### config.mk
export PLATFORM = sky130hd
export DESIGN_NAME = sqrt_csel_add16
export DESIGN_NICKNAME = d
export VERILOG_FILES = /design/src/rtl/sqcsa_pkg.sv /design/src/rtl/csa_fa.sv /design/src/rtl/csa_rca.sv /design/src/rtl/csa_inc.sv /design/src/rtl/csa_sel_group.sv /design/src/rtl/sqrt_csel_add16.sv
export SDC_FILE = /design/constraint.sdc
export NUM_CORES = 1
export LEC_CHECK = 0
export BUFFER_PORTS_ARGS = -buffer_cell sky130_fd_sc_hd__clkbuf_2
export CAP_MARGIN = 10
export CORE_MARGIN = 4
export CORE_UTILIZATION = 46
export DETAILED_ROUTE_END_ITERATION = 7
export PLACE_DENSITY_LB_ADDON = 0.1
export REMOVE_ABC_BUFFERS = 1
export SLEW_MARGIN = 20
export SYNTH_ARGS = -nofsm -noshare
export SYNTH_HDL_FRONTEND = slang
export SYNTH_SLANG_ARGS = --single-unit
export TNS_END_PERCENT = 30
### constraint.sdc
create_clock -name vclk -period 3.4
set_input_delay 0.17 -clock vclk [all_inputs]
set_output_delay 0.17 -clock vclk [all_outputs]
set_load 0.02 [all_outputs]
### src/rtl/sqcsa_pkg.sv
package sqcsa_pkg;
  localparam int NGRP = 5;

  function automatic int grp_w(input int i);
    case (i)
      0: return 2;
      1: return 2;
      2: return 3;
      3: return 4;
      default: return 5;
    endcase
  endfunction

  function automatic int grp_lo(input int i);
    int acc;
    acc = 0;
    for (int k = 0; k < i; k++) acc += grp_w(k);
    return acc;
  endfunction

  localparam int SUM_W = grp_lo(NGRP);

  // reduced-gate exclusive-OR
  function automatic logic xr(input logic x, input logic y);
    return ~(x & y) & (x | y);
  endfunction
endpackage

### src/rtl/csa_fa.sv
module csa_fa
  import sqcsa_pkg::*;
(
  input  logic a,
  input  logic b,
  input  logic cin,
  output logic s,
  output logic co
);
  logic p;
  assign p  = xr(a, b);
  assign s  = xr(p, cin);
  assign co = (a & b) | (cin & p);

  always_comb begin
    a_r6_fa_truth: assert ({co, s} == {1'b0, a} + {1'b0, b} + {1'b0, cin})
      else $error("full adder output wrong");
  end
endmodule

### src/rtl/csa_rca.sv
module csa_rca #(
  parameter int W = 4
) (
  input  logic [W-1:0] a,
  input  logic [W-1:0] b,
  input  logic         cin,
  output logic [W-1:0] s,
  output logic         co
);
  logic [W:0] c;
  assign c[0] = cin;

  for (genvar i = 0; i < W; i++) begin : g_bit
    csa_fa u_fa (.a(a[i]), .b(b[i]), .cin(c[i]), .s(s[i]), .co(c[i+1]));
  end

  assign co = c[W];

  always_comb begin
    a_r1_rca_sum: assert ({co, s} == {1'b0, a} + {1'b0, b} + {{W{1'b0}}, cin})
      else $error("ripple chain sum wrong");
  end
endmodule

### src/rtl/csa_inc.sv
module csa_inc
  import sqcsa_pkg::*;
#(
  parameter int W = 5
) (
  input  logic [W-1:0] v,
  output logic [W-1:0] q
);
  logic [W-1:0] run;
  assign run[0] = 1'b1;

  for (genvar i = 1; i < W; i++) begin : g_run
    assign run[i] = run[i-1] & v[i-1];
  end

  for (genvar i = 0; i < W; i++) begin : g_out
    assign q[i] = xr(v[i], run[i]);
  end

  always_comb begin
    a_r5_wrap: assert (!(&v) || (q == '0))
      else $error("incrementer wrap wrong");
  end
endmodule

### src/rtl/csa_sel_group.sv
module csa_sel_group #(
  parameter int W       = 4,
  parameter bit USE_INC = 1'b1
) (
  input  logic [W-1:0] a,
  input  logic [W-1:0] b,
  input  logic         csel,
  output logic [W-1:0] s,
  output logic         co
);
  logic [W-1:0] s0, s1;
  logic         c0, c1;

  csa_rca #(.W(W)) u_rca0 (.a(a), .b(b), .cin(1'b0), .s(s0), .co(c0));

  if (USE_INC) begin : g_inc
    csa_inc #(.W(W+1)) u_inc (.v({c0, s0}), .q({c1, s1}));
  end else begin : g_dup
    csa_rca #(.W(W)) u_rca1 (.a(a), .b(b), .cin(1'b1), .s(s1), .co(c1));
  end

  assign {co, s} = csel ? {c1, s1} : {c0, s0};

  always_comb begin
    a_r3_one_above: assert ({c1, s1} == {c0, s0} + 1'b1)
      else $error("carry-1 path is not carry-0 path plus one");
    a_r4_group_sum: assert ({co, s} == {1'b0, a} + {1'b0, b} + {{W{1'b0}}, csel})
      else $error("slice result inconsistent with incoming carry");
  end
endmodule

### src/rtl/sqrt_csel_add16.sv
module sqrt_csel_add16
  import sqcsa_pkg::*;
#(
  parameter bit USE_INC = 1'b1
) (
  input  logic [15:0] op_a,
  input  logic [15:0] op_b,
  input  logic        carry_in,
  output logic [15:0] sum,
  output logic        carry_out
);
  logic [NGRP:0] gc;
  assign gc[0] = carry_in;

  for (genvar g = 0; g < NGRP; g++) begin : g_slice
    localparam int LO = grp_lo(g);
    localparam int W  = grp_w(g);
    if (g == 0) begin : g_base
      csa_rca #(.W(W)) u_base (
        .a(op_a[LO +: W]), .b(op_b[LO +: W]), .cin(gc[0]),
        .s(sum[LO +: W]), .co(gc[1]));
    end else begin : g_sel
      csa_sel_group #(.W(W), .USE_INC(USE_INC)) u_grp (
        .a(op_a[LO +: W]), .b(op_b[LO +: W]), .csel(gc[g]),
        .s(sum[LO +: W]), .co(gc[g+1]));
    end
  end

  assign carry_out = gc[NGRP];

  always_comb begin
    a_r1_total: assert ({carry_out, sum} == {1'b0, op_a} + {1'b0, op_b} + {16'd0, carry_in})
      else $error("adder total wrong");
    a_r2_width: assert (SUM_W == 16)
      else $error("slice widths do not cover the word");
  end
endmodule

==> results by group <==
Outcome
  • Status: completed

Timing
  • TNS Setup: 0 ns
  • Worst Tran Pin Value: 0.449 ns
  • Relative slew slack: 69.9%
  • Unrepaired setup endpoints after global routing: no
  • Slew Viols, Final: 0
  • Hold WS: 0.738 ns
  • Final setup fails: 0
  • Max Freq: 315 MHz
  • Hold Fails Final Rpt: 0
  • Final critical-path required period: 3.18 ns
  • Tcrit/Tclk final: a little over 90%

Power and ir drop
  • Leakage Power: around 0.57 nW
  • Sw frac: ~56%
  • Power Dens Cells: 271 nW/um^2
  • P_sw: 0.000162 W
  • Gate power share: 100.0%
  • Peak VDD IR: 159 uV
  • Clock network power share: 0%
  • P_int: 0.000125 W
  • Sequential share of power: 0%

CTS
  • Post-cts resize count: 0
  • # hold bufs at CTS: 0
  • Post-CTS setup buffers: 0

GRT
  • Number of global-route vias before repair: approximately 700
  • Global-route wire length before repair: approximately 2.6 mm
  • GRT Total Usage: 12.6%
  • Largest net degree at the start of global routing: 8
  • Remaining global-route overflow: 0
  • Initial antenna violation count: 0

Critical path
  • Nature of the critical path endpoint: output pin
  • CP Data Required Time: 3.23 ns
  • CP max FO: 5
  • Worst path arrival time: between 3 and 4 ns
  • Most frequent CP cell: fa_1
  • Worst path max stage delay: 0.51 ns
  • Slowest library cell on the worst path: fa_1
  • Setup crit start kind: primary input
  • Worst-path cell chain: clkbuf_2 > ha_1 > fa_1 > fa_1 > fa_1 > ha_1 > nand2_1 > mux2i_2 > xnor2_2 > mux2_1 > clkbuf_2
  • Worst setup path class: in -> out

Die
  • Total I/O pin count: 50
  • Core area: roughly 1600 sq um
  • Die height: 50.0 um
  • Row cnt: 14
  • Die width: 50.0 um
  • Starting Density: 51.3%
  • Die area: 2500 sq um

Final layout
  • Final nets: roughly 190
  • Register area: 0 sq um
  • Most common library cell in the layout ignoring fill and taps: clkbuf_2
  • Area of the multi-input gates: 741 sq um
  • Post-route cell area: 1060 sq um
  • CLK BUF: 0
  • Sequential cell count: 0
  • Most frequent cells in the layout: clkbuf_2, ha_1, inv_1, fa_1
  • Layout cells sized above 1: a little under half
  • P&R area growth vs syn: 30.9%
  • Fill cells: 128
  • Final Core Density: a little under 70%
  • ANT cells: 0

Placement
  • Final Wtd Congestion: 0.760
  • DP HPWL: between 1 and 1.5 mm
  • IO buf count: 50
  • Placed Area: 1060 sq um

Logic synthesis
  • Post-Synthesis Cell Area: slightly above 800 sq um
  • Synth Area per Inst: 10.2 sq um
  • Synth Instances: 79
  • Yosys Warn Count: 0
  • Yosys cell types: 24
  • Sequential-to-total area share from yosys stat: 0%

Drt
  • WL final: between 1 and 1.5 mm
  • Via/cell ratio: 4.96
  • Drt pass-1 iters: 1
  • Routed length per instance: 10.4 um
  • 1st-iter DRT viols: 0
  • DR DRC count: 0
  • Antenna-violating nets left: 0
  • Via count: 704

Job
  • Total of max-cap violations: 0

Hold path
  • Worst hold path type: in -> out
[cells by family after synthesis]
| logic type | count (synthesis) | synth area share [%] |
|---|---|---|
| and+or+nand+nor | 14 | 10.5 |
| adders and majority gates | 26 | 51.3 |
| buffers and inverters | 16 | 8.50 |
| AOI/OAI and AO/OA | 5 | 4.17 |
| muxes | 11 | 17.0 |
| xor gates and xnor gates | 7 | 8.50 |
[layer usage]
metal	GRT usage (%)	routed length, um	vias to the layer above
met4	0	0	0
li1	-	-	353
met2	25.8	796	25
met1	15.0	585	326
met5	0	0	-
met3	0.602	91	0
[cells in the mapped netlist]
cell        n  area [sq um]
buf_4       2          15.0
o21bai_1    1          7.51
fa_1       12           240
nand3b_1    1          7.51
ha_1       14           175
xor2_1      1          8.76
mux2i_4     1          22.5
o21ai_0     1          5.00
xnor2_2     1          16.3
nand2b_1    2          12.5
mux2i_2     1          13.8
mux2_2      5          56.3
nor2b_4     1          13.8
mux2_1      4          45.0
nor2_1      2          7.51
o2111ai_1   1          8.76
a21oi_1     1          5.00
nand2_1     4          15.0
inv_1      13          48.8
nor3b_1     3          22.5
xnor2_1     5          43.8
and3_1      1          6.26
clkbuf_2    1          5.00
o211ai_1    1          7.51
[metrics by stage]
| step | power (W) | cells | worst slack [ns] |
|---|---|---|---|
| final | 0.000287 | 142 | 0.221 |
| after global routing | 0.000322 | 142 | 0.0274 |
| after CTS | 0.000295 | 142 | 0.204 |
| after detailed placement | 0.000295 | 142 | 0.196 |
| after global placement | 0.000285 | 142 | 0.241 |
| after floorplan | 0.000201 | 76 | 0.491 |
[critical path: cells and delay by family]
family | cells | cell delay [ns]
buffers and inverters | 2 | 0.24
muxes | 2 | 0.62
and+or+nand+nor | 1 | 0.10
adders and majority gates | 5 | 1.65
xor gates and xnor gates | 1 | 0.21
[power by group through the flow]
| stage | Combinational [W] | Sequential, W | Clock [W] |
|---|---|---|---|
| floorplan | 0.000201 | 0 | 0 |
| global placement | 0.000285 | 0 | 0 |
| detailed placement | 0.000295 | 0 | 0 |
| CTS | 0.000295 | 0 | 0 |
| global route | 0.000322 | 0 | 0 |
| finish | 0.000287 | 0 | 0 |
[worst paths after layout]
kind                     start  endpoint  slack (ns)  depth (start not counted)
worst max-delay path   op_a[7]   sum[15]        0.22                         11
worst min-delay path  carry_in    sum[0]        0.74                          3
[layout make-up]
type | instances | share of cell area [%]
Inverter | 13 | 4.60
Multi-Input combinational cell | 63 | 69.9
Tap cell | 16 | 1.89
Timing Repair Buffer | 50 | 23.6
(Power assumes the default switching activity.)
